### src/rtl/mesi_lsc_pkg.sv
package mesi_lsc_pkg;
  typedef enum logic [1:0] {
    ST_I = 2'd0,
    ST_S = 2'd1,
    ST_E = 2'd2,
    ST_M = 2'd3
  } line_st_e;

  typedef enum logic [2:0] {
    CMD_NONE = 3'd0,
    CMD_RD   = 3'd1,
    CMD_RDX  = 3'd2,
    CMD_UPGR = 3'd3,
    CMD_WB   = 3'd4
  } bus_cmd_e;
endpackage

### src/rtl/mesi_lsc_array.sv
module mesi_lsc_array
  import mesi_lsc_pkg::*;
#(
  parameter int SETS = 4,
  parameter int TAGW = 14,
  parameter int DW   = 32,
  localparam int IDXW = $clog2(SETS)
) (
  input  logic            clk,
  input  logic            rst_ni,
  input  logic [IDXW-1:0] a_idx_i,
  output line_st_e        a_st_o,
  output logic [TAGW-1:0] a_tag_o,
  output logic [DW-1:0]   a_data_o,
  input  logic [IDXW-1:0] b_idx_i,
  output line_st_e        b_st_o,
  output logic [TAGW-1:0] b_tag_o,
  output logic [DW-1:0]   b_data_o,
  input  logic            fill_en_i,
  input  logic [IDXW-1:0] fill_idx_i,
  input  logic [TAGW-1:0] fill_tag_i,
  input  line_st_e        fill_st_i,
  input  logic [DW-1:0]   fill_data_i,
  input  logic            snp_en_i,
  input  logic [IDXW-1:0] snp_idx_i,
  input  line_st_e        snp_st_i
);
  line_st_e        st_arr   [SETS];
  logic [TAGW-1:0] tag_arr  [SETS];
  logic [DW-1:0]   data_arr [SETS];

  for (genvar g = 0; g < SETS; g++) begin : g_line
    line_st_e        st_q;
    logic [TAGW-1:0] tag_q;
    logic [DW-1:0]   data_q;
    logic            snp_hit, fill_hit;

    assign snp_hit  = snp_en_i  && (snp_idx_i  == IDXW'(g));
    assign fill_hit = fill_en_i && (fill_idx_i == IDXW'(g));

    // the snoop update wins: the bus owner's order is the global order
    always_ff @(posedge clk or negedge rst_ni) begin
      if (!rst_ni)       st_q <= ST_I;
      else if (snp_hit)  st_q <= snp_st_i;
      else if (fill_hit) st_q <= fill_st_i;
    end

    always_ff @(posedge clk) begin
      if (fill_hit) begin
        tag_q  <= fill_tag_i;
        data_q <= fill_data_i;
      end
    end

    assign st_arr[g]   = st_q;
    assign tag_arr[g]  = tag_q;
    assign data_arr[g] = data_q;
  end

  assign a_st_o   = st_arr[a_idx_i];
  assign a_tag_o  = tag_arr[a_idx_i];
  assign a_data_o = data_arr[a_idx_i];
  assign b_st_o   = st_arr[b_idx_i];
  assign b_tag_o  = tag_arr[b_idx_i];
  assign b_data_o = data_arr[b_idx_i];
endmodule

### src/rtl/mesi_lsc_snoop.sv
module mesi_lsc_snoop
  import mesi_lsc_pkg::*;
#(
  parameter int TAGW = 14,
  parameter int DW   = 32
) (
  input  bus_cmd_e        cmd_i,
  input  logic [TAGW-1:0] tag_i,
  input  line_st_e        st_i,
  input  logic [TAGW-1:0] line_tag_i,
  input  logic [DW-1:0]   line_data_i,
  output logic            shared_o,
  output logic            flush_o,
  output logic [DW-1:0]   data_o,
  output logic            upd_en_o,
  output line_st_e        upd_st_o
);
  logic hit;
  assign hit = (st_i != ST_I) && (line_tag_i == tag_i);

  always_comb begin
    shared_o = 1'b0;
    flush_o  = 1'b0;
    upd_en_o = 1'b0;
    upd_st_o = ST_I;
    if (hit) begin
      unique case (cmd_i)
        CMD_RD: begin
          shared_o = 1'b1;
          flush_o  = (st_i == ST_M);
          upd_en_o = (st_i != ST_S);
          upd_st_o = ST_S;
        end
        CMD_RDX: begin
          flush_o  = (st_i == ST_M);
          upd_en_o = 1'b1;
        end
        CMD_UPGR: upd_en_o = 1'b1;
        default: ;
      endcase
    end
  end

  assign data_o = flush_o ? line_data_i : '0;
endmodule

### src/rtl/mesi_lsc_ctrl.sv
module mesi_lsc_ctrl
  import mesi_lsc_pkg::*;
#(
  parameter int AW   = 16,
  parameter int DW   = 32,
  parameter int IDXW = 2,
  localparam int TAGW = AW - IDXW
) (
  input  logic            clk,
  input  logic            rst_ni,
  input  logic            cpu_valid_i,
  input  logic            cpu_we_i,
  input  logic [AW-1:0]   cpu_addr_i,
  input  logic [DW-1:0]   cpu_wdata_i,
  input  logic            stall_i,
  output logic            cpu_ready_o,
  output logic            cpu_done_o,
  output logic [DW-1:0]   cpu_rdata_o,
  output logic [IDXW-1:0] look_idx_o,
  input  line_st_e        line_st_i,
  input  logic [TAGW-1:0] line_tag_i,
  input  logic [DW-1:0]   line_data_i,
  output logic            fill_en_o,
  output logic [IDXW-1:0] fill_idx_o,
  output logic [TAGW-1:0] fill_tag_o,
  output line_st_e        fill_st_o,
  output logic [DW-1:0]   fill_data_o,
  output bus_cmd_e        bus_cmd_o,
  output logic [AW-1:0]   bus_addr_o,
  output logic [DW-1:0]   bus_data_o,
  input  logic            bus_shared_i,
  input  logic [DW-1:0]   bus_fill_i
);
  typedef enum logic [1:0] {F_IDLE, F_EVICT, F_XFER} fsm_e;

  fsm_e          state_q, state_d;
  logic          done_q, done_d;
  logic [DW-1:0] rdata_q, rdata_d;
  logic          load;
  bus_cmd_e      cmd_q, cmd_d;
  logic          req_we_q;
  logic [AW-1:0] req_addr_q;
  logic [DW-1:0] req_wdata_q;

  logic [IDXW-1:0] cpu_idx, req_idx;
  logic [TAGW-1:0] cpu_tag, req_tag;
  logic            hit;

  assign cpu_idx = cpu_addr_i[IDXW-1:0];
  assign cpu_tag = cpu_addr_i[AW-1:IDXW];
  assign req_idx = req_addr_q[IDXW-1:0];
  assign req_tag = req_addr_q[AW-1:IDXW];
  assign look_idx_o  = (state_q == F_IDLE) ? cpu_idx : req_idx;
  assign hit         = (line_st_i != ST_I) && (line_tag_i == cpu_tag);
  assign cpu_ready_o = (state_q == F_IDLE) && !stall_i;

  always_comb begin
    state_d     = state_q;
    done_d      = 1'b0;
    rdata_d     = rdata_q;
    load        = 1'b0;
    cmd_d       = cmd_q;
    fill_en_o   = 1'b0;
    fill_idx_o  = req_idx;
    fill_tag_o  = req_tag;
    fill_st_o   = ST_M;
    fill_data_o = req_wdata_q;
    bus_cmd_o   = CMD_NONE;
    bus_addr_o  = req_addr_q;
    bus_data_o  = '0;
    unique case (state_q)
      F_IDLE: begin
        if (cpu_valid_i && cpu_ready_o) begin
          if (hit && !cpu_we_i) begin
            done_d  = 1'b1;
            rdata_d = line_data_i;
          end else if (hit && line_st_i != ST_S) begin
            fill_en_o   = 1'b1;
            fill_idx_o  = cpu_idx;
            fill_tag_o  = cpu_tag;
            fill_data_o = cpu_wdata_i;
            done_d      = 1'b1;
            rdata_d     = cpu_wdata_i;
          end else begin
            load = 1'b1;
            if (hit)           cmd_d = CMD_UPGR;
            else if (cpu_we_i) cmd_d = CMD_RDX;
            else               cmd_d = CMD_RD;
            state_d = (!hit && line_st_i == ST_M) ? F_EVICT : F_XFER;
          end
        end
      end
      F_EVICT: begin
        bus_cmd_o   = CMD_WB;
        bus_addr_o  = {line_tag_i, req_idx};
        bus_data_o  = line_data_i;
        fill_en_o   = 1'b1;
        fill_tag_o  = line_tag_i;
        fill_st_o   = ST_I;
        fill_data_o = line_data_i;
        state_d     = F_XFER;
      end
      F_XFER: begin
        bus_cmd_o   = cmd_q;
        fill_en_o   = 1'b1;
        fill_st_o   = (cmd_q == CMD_RD) ? (bus_shared_i ? ST_S : ST_E) : ST_M;
        fill_data_o = req_we_q ? req_wdata_q : bus_fill_i;
        done_d      = 1'b1;
        rdata_d     = fill_data_o;
        state_d     = F_IDLE;
      end
      default: state_d = F_IDLE;
    endcase
  end

  always_ff @(posedge clk or negedge rst_ni) begin
    if (!rst_ni) begin
      state_q <= F_IDLE;
      done_q  <= 1'b0;
    end else begin
      state_q <= state_d;
      done_q  <= done_d;
    end
  end

  always_ff @(posedge clk) begin
    if (done_d) rdata_q <= rdata_d;
    if (load) begin
      cmd_q       <= cmd_d;
      req_we_q    <= cpu_we_i;
      req_addr_q  <= cpu_addr_i;
      req_wdata_q <= cpu_wdata_i;
    end
  end

  assign cpu_done_o  = done_q;
  assign cpu_rdata_o = rdata_q;
endmodule

### src/rtl/mesi_line_ctrl.sv
module mesi_line_ctrl
  import mesi_lsc_pkg::*;
#(
  parameter int AW   = 16,
  parameter int DW   = 32,
  parameter int SETS = 4
) (
  input  logic          clk,
  input  logic          rst_ni,
  input  logic          cpu_valid_i,
  input  logic          cpu_we_i,
  input  logic [AW-1:0] cpu_addr_i,
  input  logic [DW-1:0] cpu_wdata_i,
  output logic          cpu_ready_o,
  output logic          cpu_done_o,
  output logic [DW-1:0] cpu_rdata_o,
  output logic [2:0]    bus_cmd_o,
  output logic [AW-1:0] bus_addr_o,
  output logic [DW-1:0] bus_data_o,
  input  logic          bus_shared_i,
  input  logic [DW-1:0] bus_fill_i,
  input  logic [2:0]    snp_cmd_i,
  input  logic [AW-1:0] snp_addr_i,
  output logic          snp_shared_o,
  output logic          snp_flush_o,
  output logic [DW-1:0] snp_data_o
);
  localparam int IDXW = $clog2(SETS);
  localparam int TAGW = AW - IDXW;

  bus_cmd_e        snp_cmd, own_cmd;
  logic [IDXW-1:0] snp_idx, look_idx, fill_idx;
  logic [TAGW-1:0] snp_tag;
  logic            stall;
  line_st_e        a_st, b_st, fill_st, upd_st;
  logic [TAGW-1:0] a_tag, b_tag, fill_tag;
  logic [DW-1:0]   a_data, b_data, fill_data;
  logic            fill_en, upd_en;

  assign snp_cmd = bus_cmd_e'(snp_cmd_i);
  assign snp_idx = snp_addr_i[IDXW-1:0];
  assign snp_tag = snp_addr_i[AW-1:IDXW];
  // hold a new request off while a snoop touches the same set
  assign stall   = (snp_cmd != CMD_NONE) && (snp_idx == cpu_addr_i[IDXW-1:0]);

  mesi_lsc_array #(.SETS(SETS), .TAGW(TAGW), .DW(DW)) u_array (
    .clk         (clk),
    .rst_ni      (rst_ni),
    .a_idx_i     (look_idx),
    .a_st_o      (a_st),
    .a_tag_o     (a_tag),
    .a_data_o    (a_data),
    .b_idx_i     (snp_idx),
    .b_st_o      (b_st),
    .b_tag_o     (b_tag),
    .b_data_o    (b_data),
    .fill_en_i   (fill_en),
    .fill_idx_i  (fill_idx),
    .fill_tag_i  (fill_tag),
    .fill_st_i   (fill_st),
    .fill_data_i (fill_data),
    .snp_en_i    (upd_en),
    .snp_idx_i   (snp_idx),
    .snp_st_i    (upd_st)
  );

  mesi_lsc_snoop #(.TAGW(TAGW), .DW(DW)) u_snoop (
    .cmd_i       (snp_cmd),
    .tag_i       (snp_tag),
    .st_i        (b_st),
    .line_tag_i  (b_tag),
    .line_data_i (b_data),
    .shared_o    (snp_shared_o),
    .flush_o     (snp_flush_o),
    .data_o      (snp_data_o),
    .upd_en_o    (upd_en),
    .upd_st_o    (upd_st)
  );

  mesi_lsc_ctrl #(.AW(AW), .DW(DW), .IDXW(IDXW)) u_ctrl (
    .clk          (clk),
    .rst_ni       (rst_ni),
    .cpu_valid_i  (cpu_valid_i),
    .cpu_we_i     (cpu_we_i),
    .cpu_addr_i   (cpu_addr_i),
    .cpu_wdata_i  (cpu_wdata_i),
    .stall_i      (stall),
    .cpu_ready_o  (cpu_ready_o),
    .cpu_done_o   (cpu_done_o),
    .cpu_rdata_o  (cpu_rdata_o),
    .look_idx_o   (look_idx),
    .line_st_i    (a_st),
    .line_tag_i   (a_tag),
    .line_data_i  (a_data),
    .fill_en_o    (fill_en),
    .fill_idx_o   (fill_idx),
    .fill_tag_o   (fill_tag),
    .fill_st_o    (fill_st),
    .fill_data_o  (fill_data),
    .bus_cmd_o    (own_cmd),
    .bus_addr_o   (bus_addr_o),
    .bus_data_o   (bus_data_o),
    .bus_shared_i (bus_shared_i),
    .bus_fill_i   (bus_fill_i)
  );

  assign bus_cmd_o = own_cmd;
endmodule

### config.mk
export PLATFORM = sky130hd
export DESIGN_NAME = mesi_line_ctrl
export DESIGN_NICKNAME = d
export VERILOG_FILES = /design/src/rtl/mesi_lsc_pkg.sv /design/src/rtl/mesi_lsc_array.sv /design/src/rtl/mesi_lsc_snoop.sv /design/src/rtl/mesi_lsc_ctrl.sv /design/src/rtl/mesi_line_ctrl.sv
export SDC_FILE = /design/constraint.sdc
export NUM_CORES = 1
export LEC_CHECK = 0
export ABC_AREA = 1
export BUFFER_PORTS_ARGS = -buffer_cell sky130_fd_sc_hd__buf_2
export CORE_MARGIN = 1.5
export CORE_UTILIZATION = 25
export DETAILED_ROUTE_END_ITERATION = 6
export GPL_TIMING_DRIVEN = 0
export PLACE_DENSITY_LB_ADDON = 0.15
export RECOVER_POWER = 100
export SLEW_MARGIN = 20
export SYNTH_ARGS = -nofsm -noshare
export SYNTH_HDL_FRONTEND = slang
export SYNTH_SLANG_ARGS = --single-unit
### constraint.sdc
create_clock -name clk -period 4.3 [get_ports clk]
set_input_delay 0.215 -clock clk [delete_from_list [all_inputs] [get_ports clk]]
set_output_delay 0.215 -clock clk [all_outputs]
set_load 0.05 [all_outputs]
==> summary.txt, run 1 <==
Yosys
  • Post-synthesis cell area: 0.0156 mm^2
  • Post-Synthesis Cells: 1844
  • Leading area contributor after synthesis: edfxtp_1
  • Net Count, Synth: 1952
  • XOR/XNOR Fraction of Synth Area: 0.00449
  • Top cell type's share of synthesized area: 0.513
  • Syn_area_per_cell: approximately 8.5 um^2
  • Synth area leaders: edfxtp_1 (51%), nand2_1 (9.2%), o21ai_0 (6.9%), inv_1 (5.9%), nor2_1 (4.5%)
  • Largest family of logic cells by synthesized area: simple AND/OR/NAND/NOR gates
  • Mux cell area share after synthesis: 0
  • Register area share after synthesis: 0.531
  • Synth warnings: 0
  • Synth Register Bits: 278
  • Post-synth EDFFs: 267
  • Post-Synth Adder-Cell Area: 0.00321
  • Unique cell type count in the Yosys netlist: 44
  • Simple-Gate Fraction of Synth Area: 0.197
  • Async S/R FF share, synth: 0.0396
  • Compound-Gate Fraction of Synth Area: 0.170
  • Post-synth top flop: edfxtp_1

Final layout
  • Area taken by multi-input logic gates: 0.00591 mm^2
  • Most frequent cells in the layout: nand2_1 (381), edfxtp_1 (267), o21ai_0 (247)
  • Share of cells above drive strength 1: 0.115
  • Number of diodes: 0
  • Flip-flop and latch area: around 0.0083 mm^2
  • Nets@finish: 2276
  • # fillers: 6598
  • Commonest non-fill, non-tap cell in the layout: nand2_1
  • Area Growth Syn to Fin: 26.0%

Timing
  • Relative slew slack: 0.291
  • Tightest Pin Transition: 1.06 ns
  • Fin. max-slew vios: 0
  • Fmax achieved: 0.240 GHz
  • Final count of hold timing violations: 0
  • Minimum clock period: 4.17 ns
  • Clock skew: 0.0398 ns
  • Setup violations, final: 0
  • Final period util: 0.969
  • RSZ-0062 raised after global routing: no
  • TNS Setup: 0 ns
  • Hold slack final: 0.0741 ns

Power and ir drop
  • Maximum vdd drop: 0.260 mV
  • Leakage: roughly 8 nW
  • PwrDens: 736 mW/mm^2

Flow run
  • Max-Cap Viols: 0

Die
  • Core Footprint: 0.0617 mm^2
  • Die Width: 253 um
  • Io pins: 223
  • Rows: 91
  • Starting Density: 0.253
  • Die height: 253 um
  • Die area: 0.0640 mm^2

Drt
  • Final ANT Viol Nets: 0
  • WL final: 66.9 mm
  • DRC viols: 0
  • Initial DRC count: 1379
  • Pre-Repair DR Iteration Count: 5
  • Via/cell ratio: just under 5
  • Via count: 14900
  • Wire length per cell: 22.1 um

Critical path
  • Worst Path Required: 4.54 ns
  • Worst Setup End Kind: flip-flop
  • CP Max Fanout: 27
  • Flop2flop setup slack: 0.13 ns
  • Startpoint types: flip-flop
  • Critical Path AT: 4.40 ns
  • Worst Path Class, Setup: flip-flop to flip-flop

Place
  • Post-detail-place hpwl: approximately 48 mm
  • Placer congestion estimate: 0.878
  • Port bufs: 222

Run status
  • Status: completed

CTS
  • CTS tree: done
  • Clock transition at path regs: 0.06 ns
  • Clock buffer depth: 3
  • CTS H-tree lvls: 2
  • Clk sinks: 278
  • Root buf cell: clkbuf_16
  • Clock latency at the later pin of the worst-skew pair: roughly 0.56 ns
  • CTS buffer count: 37

GRT
  • GRT Util Overall: 0.203
  • Largest net degree at the start of global routing: 38
  • Antenna violations before repair: 3
  • Vias in the first global route: around 14000
  • First-pass GRT wire length: about 95 mm
  • Total grt overflow: 0

Min path
  • Hold WC Path Type: primary input to flip-flop
cell type report:
type / count / area share
sequential: 278 / 0.421
inverter: 254 / 0.0513
clock buffer: 49 / 0.0504
clock inverter: 17 / 0.0109
tap: 837 / 0.0532
buffer: 112 / 0.0270
multi-input combinational: 1200 / 0.300
timing repair inverter: 2 / 0.000763
timing repair buffer: 283 / 0.0848
layer usage:
metal | up-vias | part of all wire | GRT usage | wire length [um]
met5 | - | 0.00043 | 0 | 29
met4 | 6 | 0.028 | 0.0626 | 1860
met3 | 106 | 0.072 | 0.0408 | 4840
met2 | 585 | 0.46 | 0.330 | 30900
met1 | 7238 | 0.44 | 0.270 | 29200
li1 | 6965 | - | - | -
worst max-delay path, stage by stage, from the launching register on:
cell and delay [ns]:
dfrtp_1 0.38, inv_1 0.09, ha_1 0.23, buf_6 0.17, o21ai_4 0.37, buf_4 0.32
nand2_1 0.11, nand3_1 0.07, nand2_1 0.09, nor2_1 0.21, nand2_1 0.13, nor2_4 0.18
nand3_2 0.12, nor2_4 0.18, nand2_4 0.12, a21oi_4 0.27, nand3_4 0.21, bufinv_16 0.32
buf_16 0.23
registers in the layout, summed over array words and instances, names as in the netlist:
register               cells
u_array.g_line.data_q    128
u_array.g_line.tag_q      56
u_ctrl.cpu_rdata_o        32
u_ctrl.req_wdata_q        32
u_ctrl.req_addr_q         16
u_array.g_line.st_q        8
u_ctrl.cmd_q               2
u_ctrl.state_q             2
u_ctrl.cpu_done_o          1
u_ctrl.req_we_q            1
cells in the mapped netlist (3+ instances only):
library cell  instances
o211ai_1             41
nand2_2               4
clkbuf_1             78
a22oi_1              22
nor2_1              187
nand2_1             381
o2111ai_1            32
a21oi_1              53
dfrtp_1              11
nand4_1               9
a21o_1                4
o22ai_1               7
buf_2                11
buf_6                 7
a31oi_1              29
o221ai_1              5
nor3_1                6
inv_1               245
o21ai_1              38
nand3b_1              5
xnor2_1               3
xor2_1                5
nand3_2               3
nor2_4                3
buf_4                11
inv_2                 7
edfxtp_1            267
nand3_1             128
o21ai_0             216
ha_1                  4
buf_1                 5
cells by family after synthesis:
kind of cell / after synthesis
DFF: 278
AOI/OAI and AO/OA: 453
xor gates and xnor gates: 8
buffers and inverters: 366
adders and majority gates: 4
and+or+nand+nor: 735
stage by stage:
step                total power, W  setup slack [ns]  instance area [um^2]  instances   util
CTS                         0.0145           0.00333                 19700       3027  0.320
global route                0.0153           0.00812                 19700       3032  0.319
finish                      0.0145             0.131                 19700       3032  0.319
detailed placement          0.0113            -0.208                 18000       2911  0.292
global placement            0.0112             -3.29                 17800       2903  0.288
floorplan                  0.00873             0.252                 15600       1844      -
repair_timing:
item	in CTS	in global routing
buffers inserted	0	2
endpoints found under the setup margin	217	193
hold buffers	50	0
resized for setup	15	36
gates cloned	0	3
pin swaps	0	0
endpoints found under the hold margin	62	0
power breakdown:
part | leakage (nW) | internal [W] | total, W | switching [W]
Combinational | 4.79 | 0.00167 | 0.00690 | 0.00523
Sequential | 2.59 | 0.00420 | 0.00445 | 0.000254
Clock | 0.582 | 0.00192 | 0.00313 | 0.00121
final timing paths:
check	from	endpoint	depth (start not counted)
min	cpu_valid_i	u_ctrl.cpu_done_o$_DFF_PN0_	3
max	u_ctrl.state_q[0]$_DFFE_PN0P_	u_array.g_line[1].data_q[14]$_DFFE_PP_	18
min in group asynchronous	rst_ni	u_array.g_line[0].st_q[1]$_DFFE_PN0P_	2
max in group asynchronous	rst_ni	u_array.g_line[2].st_q[1]$_DFFE_PN0P_	2
max reg2reg	u_ctrl.state_q[0]$_DFFE_PN0P_	u_array.g_line[1].data_q[14]$_DFFE_PP_	18
min reg2reg	u_array.g_line[2].st_q[1]$_DFFE_PN0P_	u_array.g_line[2].st_q[1]$_DFFE_PN0P_	2
Note: power is estimated with default switching activity, not from simulation.
==> inputs of run 2 (changes only) <==
--- a/config.mk
+++ b/config.mk
@@ -5,7 +5,6 @@
 export SDC_FILE = /design/constraint.sdc
 export NUM_CORES = 1
 export LEC_CHECK = 0
-export ABC_AREA = 1
 export BUFFER_PORTS_ARGS = -buffer_cell sky130_fd_sc_hd__buf_2
 export CORE_MARGIN = 1.5
 export CORE_UTILIZATION = 25
@@ -13,7 +12,7 @@
 export GPL_TIMING_DRIVEN = 0
 export PLACE_DENSITY_LB_ADDON = 0.15
 export RECOVER_POWER = 100
-export SLEW_MARGIN = 20
+export SLEW_MARGIN = 0
 export SYNTH_ARGS = -nofsm -noshare
 export SYNTH_HDL_FRONTEND = slang
 export SYNTH_SLANG_ARGS = --single-unit
==> run 2 against run 1 <==
Net effect: flip-flop and latch count is the same; clock power down 6.7%; global-route usage shrank 0.97 points; largest cell class unchanged; highest routed layer is now met4.
==> summary.txt, run 2 <==
Run status
  • Status: completed

Yosys
  • Synth area leaders: edfxtp_1 (52%), mux4_2 (12%), mux2_2 (3.0%), a21oi_1 (2.3%), mux2i_1 (2.0%)
  • Most frequent cell after synthesis: edfxtp_1
  • Register area share after synthesis: 0.536 (+0.00516)
  • Top cell type's share of synthesized area: 0.518 (+0.00499)
  • Synth warnings: 0 (unchanged)
  • Async S/R FF share, synth: 0.0396 (unchanged)
  • Post-Synthesis Cells: 1214 (-34%)
  • Top cells by count, synth: edfxtp_1 (267), mux4_2 (84), nor2_1 (77)
  • Post-synthesis cell area: 0.0155 mm^2 (-0.96%)
  • Net Count, Synth: 1322 (-32%)
  • Unique cell type count in the Yosys netlist: 61 (+39%)
  • Post-synth EDFFs: 267 (unchanged)
  • Post-synth top flop: edfxtp_1
  • Synth Register Bits: 278 (unchanged)
  • Leading area contributor after synthesis: edfxtp_1
  • Syn_area_per_cell: 12.7 um^2 (+50%)

Critical path
  • Crit-path slowest cell: mux4_2
  • Crit path cell chain: inv_2, ha_4, mux2i_4, buf_6, mux4_2, xnor2_1, nand2_1, a2111o_1, clkbuf_1, nor4_4, buf_4, buf_2, a41oi_1, a21oi_1
  • R2R cell count: 14 (-4)
  • CP Max Fanout: 10 (-63%)
  • Worst Path Class, Setup: flip-flop to flip-flop
  • Critical Path AT: 4.57 ns (+0.17 ns)
  • Worst Path Required: 4.68 ns (+0.14 ns)
  • Crit path buf inv count: 5 (unchanged)
  • Worst r2r src: u_ctrl.state_q[1]$_DFFE_PN0P_
  • RR Endpoint: u_ctrl.cpu_rdata_o[5]$_DFFE_PP_
  • Flop2flop setup slack: 0.11 ns (-0.02 ns)
  • CP max stage delay: 0.52 ns (+0.14 ns)
  • Startpoint types: flip-flop
  • CP delay by family, top: buffers and inverters
  • Worst Setup End Kind: flip-flop

Timing
  • Fmax achieved: 0.239 GHz (-0.54%)
  • Hold slack final: 0.0887 ns (+0.0145 ns)
  • Fin. max-slew vios: 0 (unchanged)
  • Final period util: 0.975 (+0.00529)
  • Tightest Pin Transition: 1.07 ns (+0.00915 ns)
  • Relative slew slack: 0.279 (-0.0122)
  • Setup violations, final: 0 (unchanged)
  • Minimum clock period: 4.19 ns (+0.0227 ns)
  • TNS Setup: 0 ns (unchanged)
  • Final count of hold timing violations: 0 (unchanged)
  • Clock skew: 0.0207 ns (-0.0191 ns)

Final layout
  • Top reg by flops: u_array.g_line.data_q
  • Post-Layout Inst Area: 0.0198 mm^2 (+0.40%)
  • Largest register FFs: 128 (unchanged)
  • Commonest non-fill, non-tap cell in the layout: edfxtp_1
  • Non-filler cells, final: 2352 (-22%)
  • Largest regs: u_array.g_line.data_q x128, u_array.g_line.tag_q x56
  • Area Growth Syn to Fin: 27.7%
  • Nets@finish: 1651 (-27%)
  • Most frequent cells in the layout: edfxtp_1 (267), clkbuf_1 (166), mux4_2 (84)
  • Share of cells above drive strength 1: 0.265 (+0.150)

Min path
  • Hold WC Path Type: primary input to flip-flop
  • Worst Hold Endpoint: u_array.g_line[0].st_q[0]$_DFFE_PN0P_
  • Hold Path Origin: snp_cmd_i[1]
  • Hold path cells: 4 (+1)

Power and ir drop
  • Power Total: 0.0137 W (-5.7%)
  • Leakage: 6.92 nW (-13%)
  • Maximum vdd drop: 0.258 mV (-0.58%)
  • PwrDens: 691 mW/mm^2 (-6.1%)

Die
  • Core Footprint: 0.0607 mm^2 (-1.6%)
  • Die Width: 252 um (-0.48%)
  • Die height: 252 um (-0.48%)
  • Io pins: 223 (unchanged)
  • Die area: 0.0634 mm^2 (-0.95%)
  • Rows: 90 (-1.1%)
  • Starting Density: 0.255 (+0.00176)

CTS
  • Clk sinks: 278 (unchanged)
  • CTS H-tree lvls: 2 (unchanged)
  • CTS buffer count: 37 (unchanged)
  • Clock latency at the later pin of the worst-skew pair: 0.57 ns (about the same)
  • CTS tree: done
  • Clock transition at path regs: 0.06 ns (about the same)
  • Clock buffer depth: 3 (unchanged)
  • Root buf cell: clkbuf_16

GRT
  • GRT Util Overall: 0.193 (-0.00969)
  • Vias in the first global route: 12700 (-12%)
  • Largest net degree at the start of global routing: 47 (+24%)
  • Antenna violations before repair: 2 (-1)
  • Total grt overflow: 0 (unchanged)
  • First-pass GRT wire length: 89.1 mm (-6.1%)

Drt
  • WL final: 61.8 mm (-7.6%)
  • Final ANT Viol Nets: 0 (unchanged)
  • DRC viols: 0 (unchanged)
  • Via count: 12500 (-16%)
  • Via/cell ratio: 5.29 (+7.7%)
  • Initial DRC count: 969 (-30%)
  • Pre-Repair DR Iteration Count: 7 (+2)
  • Wire length per cell: 26.3 um (+19%)

Place
  • Port bufs: 220 (-0.90%)
  • Placer congestion estimate: 0.810 (-7.7%)
  • Post-Place Cells: 2221 (-24%)
  • Post-DP Area: 0.0177 mm^2 (-1.5%)
  • Post-detail-place hpwl: 42.3 mm (-11%)

Flow run
  • Max-Cap Viols: 0 (unchanged)
[run 2: cell types whose count changed after synthesis, moves of 32 or more]
cell and delta:
nand2_1 -315, inv_1 -192, o21ai_0 -163, nand3_1 -117, nor2_1 -110, mux4_2 +84, nor2b_1 +43, mux2_2 +41
o21ai_1 -38, a211oi_1 +36, a41oi_1 +34, a2bb2oi_1 +32, o31ai_1 +32
[run 2: area by class of cell]
cell class	count	area, um^2
diodes	2	5.00
plain buffers	98	479
clock buffers	41	941
clock inverters	23	179
fillers	6130	40900
inverters	56	274
multi-input cells	780	6900
flip-flops and latches	278	8290
well taps	782	978
repair buffers	292	1710
[run 2: metrics by stage]
stage	worst slack [ns]	utilization
after floorplan	-0.0345	-
after global placement	-2.19	0.290
after detailed placement	-1.38	0.292
after CTS	0.00392	0.326
after global routing	-0.00813	0.325
final	0.108	0.325
[run 2: worst max-delay path by stage]
stage	startpoint	endpoint	slack, ns	cells after the start
after floorplan	u_ctrl.state_q[0]$_DFFE_PN0P_	u_array.g_line[1].data_q[0]$_DFFE_PP_	-0.03	10
after global placement	u_ctrl.state_q[0]$_DFFE_PN0P_	u_array.g_line[1].data_q[18]$_DFFE_PP_	-2.19	12
after detailed placement	snp_addr_i[1]	snp_data_o[28]	-1.38	11
after CTS	u_ctrl.state_q[1]$_DFFE_PN0P_	u_array.g_line[1].data_q[6]$_DFFE_PP_	0.004	13
after global routing	u_ctrl.state_q[1]$_DFFE_PN0P_	u_array.g_line[1].data_q[6]$_DFFE_PP_	-0.008	15
final	u_ctrl.state_q[1]$_DFFE_PN0P_	u_ctrl.cpu_rdata_o[5]$_DFFE_PP_	0.11	14
[run 2: logic make-up (layout without fill, tap and decap cells)]
logic type / Yosys count / after routing / synth area share
DFF: 278 / 278 / 0.536
and+or+nand+nor: 267 / 267 / 0.0861
adders and majority gates: 4 / 4 / 0.00324
buffers and inverters: 157 / 510 / 0.0417
AOI/OAI and AO/OA: 328 / 329 / 0.147
muxes: 157 / 157 / 0.173
other: 0 / 2 / 0
xor gates and xnor gates: 23 / 23 / 0.0130
[run 2: layer usage]
metal  wire, um  global-route usage  up-vias
met1      26400               0.253     6350
met4       1530              0.0602        0
met2      29300               0.318      557
met3       4550              0.0420       84
li1           -                   -     5460
met5          0                   0        -
[run 2: power breakdown]
group / switching [W] / internal (W)
clock: 0.00123 / 0.00169
sequential: 0.000314 / 0.00417
combinational: 0.00416 / 0.00210
total: 0.00570 / 0.00796
[run 2: what timing repair did]
action | in CTS | in global routing
pin swaps | 9 | 6
endpoints found under the hold margin | 60 | 0
cloned | 1 | 0
hold buffers | 50 | 0
buffers inserted | 15 | 2
resized for setup | 75 | 30
setup endpoints to repair | 560 | 412
[run 2: worst reg2reg max path, delay by kind of cell (launching register included)]
kind / cells / cell delay, ns
muxes: 2 / 0.84
adders and majority gates: 1 / 0.20
buffers and inverters: 5 / 1.02
DFF: 1 / 0.43
and+or+nand+nor: 2 / 0.45
xor gates and xnor gates: 1 / 0.17
AOI/OAI and AO/OA: 3 / 0.93
==> inputs of run 3 (changes only) <==
--- a/config.mk
+++ b/config.mk
@@ -15,4 +15,5 @@
 export SLEW_MARGIN = 0
 export SYNTH_ARGS = -nofsm -noshare
 export SYNTH_HDL_FRONTEND = slang
+export SYNTH_HIERARCHICAL = 1
 export SYNTH_SLANG_ARGS = --single-unit
==> run 3 against run 2 <==
Net effect: wire length fell by 14%; total power decreased by 5.5%; critical path type unchanged; final area is 3.3% lower; synthesized cell count down 16%; clock power is 3% higher; critical path depth is the same; via count decreased by 16%; combinational power decreased by 11%; clock-buffer cell count did not move; critical endpoint is now u_array/g_line[1].data_q[12]$_DFFE_PP_; clock skew fell by 0.0097 ns; global-route usage shrank 1.9 points; area after synthesis shrank 5.3%.
==> summary.txt, run 3 <==
Timing
  • Final count of hold timing violations: 0 (unchanged)
  • RSZ-0062 raised after global routing: yes
  • Clock skew: 0.0109 ns (-0.00973 ns)
  • Setup violations, final: 0 (unchanged)
  • Fin. max-slew vios: 0 (unchanged)
  • TNS Setup: 0 ns (unchanged)
  • Relative slew slack: 0.284 (+0.00557)
  • Fmax achieved: 0.238 GHz (-0.41%)
  • Final period util: 0.979 (+0.00401)
  • Minimum clock period: 4.21 ns (+0.0173 ns)
  • Tightest Pin Transition: 1.07 ns (-0.00718 ns)

Yosys
  • Top cell type's share of synthesized area: 0.547 (+0.0290)
  • Leading area contributor after synthesis: edfxtp_1
  • Synth area leaders: edfxtp_1 (55%), mux4_2 (15%), mux2_2 (2.8%), mux2i_1 (2.7%), nor2_1 (2.1%)
  • Post-Synthesis Cells: 1016 (-16%)
  • Net Count, Synth: 1124 (-15%)
  • Post-synth top flop: edfxtp_1
  • Async S/R FF share, synth: 0.0396 (unchanged)
  • Top cells by count, synth: edfxtp_1 (267), mux4_2 (96), nor2_1 (81)
  • Register area share after synthesis: 0.566 (+0.0300)
  • Most frequent cell after synthesis: edfxtp_1
  • Syn_area_per_cell: 14.4 um^2 (+13%)
  • Post-synthesis cell area: 0.0146 mm^2 (-5.3%)
  • Post-synth EDFFs: 267 (unchanged)
  • Synth warnings: 6 (+6)
  • Synth Register Bits: 278 (unchanged)
  • Unique cell type count in the Yosys netlist: 46 (-25%)

Critical path
  • Crit-path slowest cell: mux4_2
  • CP max stage delay: 0.50 ns (-0.02 ns)
  • Startpoint types: flip-flop
  • Worst Path Class, Setup: flip-flop to flip-flop
  • Crit path cell chain: inv_2, ha_4, clkbuf_16, mux2_4, buf_8, mux4_2, xnor2_4, nand4_1, buf_4, nor4_4, buf_6, mux2_2, and3b_2, clkbuf_8
  • Worst Setup End Kind: flip-flop
  • R2R cell count: 14 (unchanged)
  • CP Max Fanout: 12 (+2)
  • CP Depth: 14 (unchanged)
  • Critical Path AT: 4.43 ns (-0.14 ns)
  • Worst Path Required: 4.52 ns (-0.16 ns)
  • Crit path buf inv count: 6 (+1)
  • CP delay by family, top: multiplexers

Die
  • Die Width: 245 um (-2.6%)
  • Die area: 0.0600 mm^2 (-5.2%)
  • Io pins: 223 (unchanged)
  • Starting Density: 0.253 (-0.00142)
  • Rows: 88 (-2.2%)
  • Core Footprint: 0.0578 mm^2 (-4.8%)
  • Die height: 245 um (-2.6%)

GRT
  • First-pass GRT wire length: 74.6 mm (-16%)
  • Vias in the first global route: 10600 (-17%)
  • GRT Util Overall: 0.174 (-0.0191)
  • Total grt overflow: 0 (unchanged)
  • Largest net degree at the start of global routing: 29 (-38%)
  • Antenna violations before repair: 5 (+3)

Drt
  • Via count: 10400 (-16%)
  • Initial DRC count: 654 (-33%)
  • Wire length per cell: 24.8 um (-5.7%)
  • DRC viols: 0 (unchanged)
  • Via/cell ratio: 4.86 (-8.1%)
  • Final ANT Viol Nets: 0 (unchanged)
  • Pre-Repair DR Iteration Count: 7 (unchanged)
  • WL final: 53.2 mm (-14%)

Flow run
  • Max-Cap Viols: 0 (unchanged)

Final layout
  • Top reg by flops: u_array/g_line.data_q
  • Share of cells above drive strength 1: 0.343 (+0.0781)
  • # fillers: 5790 (-5.5%)
  • Area Growth Syn to Fin: 30.5%
  • Util after Layout: 0.331 (+0.00508)
  • Largest register FFs: 128 (unchanged)
  • Commonest non-fill, non-tap cell in the layout: edfxtp_1
  • Largest regs: u_array/g_line.data_q x128, u_array/g_line.tag_q x56
  • Nets@finish: 1464 (-11%)
  • Most frequent cells in the layout: edfxtp_1 (267), buf_2 (192), mux4_2 (96)

Min path
  • Hold path cells: 4 (unchanged)
  • Hold WC Path Type: primary input to flip-flop

CTS
  • CTS buffer count: 37 (unchanged)
  • Clock buffer depth: 3 (unchanged)
  • CTS tree: done
  • Clock transition at path regs: 0.06 ns (about the same)
  • Clock latency at the later pin of the worst-skew pair: 0.54 ns (-0.03 ns)
  • Root buf cell: clkbuf_16
  • Clk sinks: 278 (unchanged)
  • CTS H-tree lvls: 2 (unchanged)

Run status
  • Status: completed

Power and ir drop
  • Net switching fraction of the power: 0.394 (-0.0236)
  • PwrDens: 675 mW/mm^2 (-2.3%)
  • Leakage: 7.15 nW (+3.4%)
  • Clock power share: 0.233 (+0.019)
  • P_sw: 0.00508 W (-11%)
  • Maximum vdd drop: 0.310 mV (+20%)
  • Sequential Power Share: 0.334 (+0.006)
  • P_int: 0.00782 W (-1.7%)
  • Combinational Power Share: 0.433 (-0.025)

Place
  • Placer congestion estimate: 0.745 (-8.1%)
  • Post-detail-place hpwl: 36.0 mm (-15%)
  • Port bufs: 222 (+0.91%)
[run 3: power by group through the flow]
stage | Clock (W) | Sequential (W) | Combinational (W)
6_report | 0.00300 | 0.00431 | 0.00559
5_1_grt | 0.00319 | 0.00439 | 0.00601
4_1_cts | 0.00310 | 0.00432 | 0.00558
3_5_place_dp | 0 | 0.00437 | 0.00532
3_3_place_gp | 0 | 0.00441 | 0.00513
2_1_floorplan | 0 | 0.00467 | 0.00323
[run 3: per-stage QoR]
step | power, W | hold WS [ns] | instances | area [um^2] | setup slack, ns
2_1_floorplan | 0.00790 | -0.0806 | 1016 | 14700 | -0.493
3_5_place_dp | 0.00970 | 0.129 | 2013 | 17100 | -1.51
3_3_place_gp | 0.00954 | 0.130 | 2003 | 16800 | -3.78
5_1_grt | 0.0136 | 0.116 | 2145 | 19100 | -0.0120
6_report | 0.0129 | 0.118 | 2146 | 19100 | 0.0912
4_1_cts | 0.0130 | 0.0734 | 2141 | 19000 | -0.00570
[run 3: final timing paths]
path | from | end | slack [ns]
setup / recovery | u_ctrl/state_q[0]$_DFFE_PN0P_ | u_array/g_line[1].data_q[12]$_DFFE_PP_ | 0.09
hold / removal | bus_fill_i[27] | u_ctrl/cpu_rdata_o[27]$_DFFE_PP_ | 0.12
setup reg to reg | u_ctrl/state_q[0]$_DFFE_PN0P_ | u_array/g_line[1].data_q[12]$_DFFE_PP_ | 0.09
hold reg to reg | u_array/g_line[0].st_q[0]$_DFFE_PN0P_ | u_array/g_line[0].st_q[0]$_DFFE_PN0P_ | 0.60
max in group asynchronous | rst_ni | u_ctrl/state_q[0]$_DFFE_PN0P_ | 3.49
min in group asynchronous | rst_ni | u_array/g_line[1].st_q[1]$_DFFE_PN0P_ | 0.27
[run 3: cell type report]
| class | instances | area [um^2] | share of cell area |
|---|---|---|---|
| Antenna cell | 1 | 2.50 | 0.000131 |
| Buffer | 78 | 544 | 0.0285 |
| Clock buffer | 41 | 941 | 0.0492 |
| Clock inverter | 22 | 200 | 0.0105 |
| Inverter | 8 | 30.0 | 0.00157 |
| Multi-Input combinational cell | 652 | 6100 | 0.319 |
| Sequential cell | 278 | 8290 | 0.434 |
| Tap cell | 765 | 957 | 0.0501 |
| Timing Repair Buffer | 301 | 2040 | 0.107 |
[run 3: tightest hold or removal path, stage by stage]
cell	delay (ns)
buf_2	0.08
mux2_2	0.13
nand2_1	0.05
o21ai_0	0.07
[run 3: metal layers]
metal / vias to the layer above / global-route usage / part of all wire
met4: 6 / 0.0441 / 0.019
met3: 63 / 0.0341 / 0.057
met5: - / 0 / 0.00058
li1: 4732 / - / -
met1: 5313 / 0.237 / 0.44
met2: 321 / 0.283 / 0.48
[run 3: repair_timing]
action	4_1_cts	5_1_grt
cloned	4	2
endpoints found under the hold margin	61	0
hold buffers	50	0
setup endpoints to repair	440	279
pin swaps	4	3
gates resized for setup	24	16
setup buffers	11	2
[run 3: kinds of logic (layout without fill, tap and decap cells)]
family                   Yosys count  in the layout  share of synthesized area
AO/OA/AOI/OAI                    147            147                     0.0671
adder cells (fa/ha/maj)            4              4                    0.00342
multiplexers                     172            172                      0.203
XOR/XNOR                          31             31                     0.0185
other                              1              2                   0.000256
flip-flops                       278            278                      0.566
AND/OR/NAND/NOR                  297            297                      0.110
buffers and inverters             86            450                     0.0317
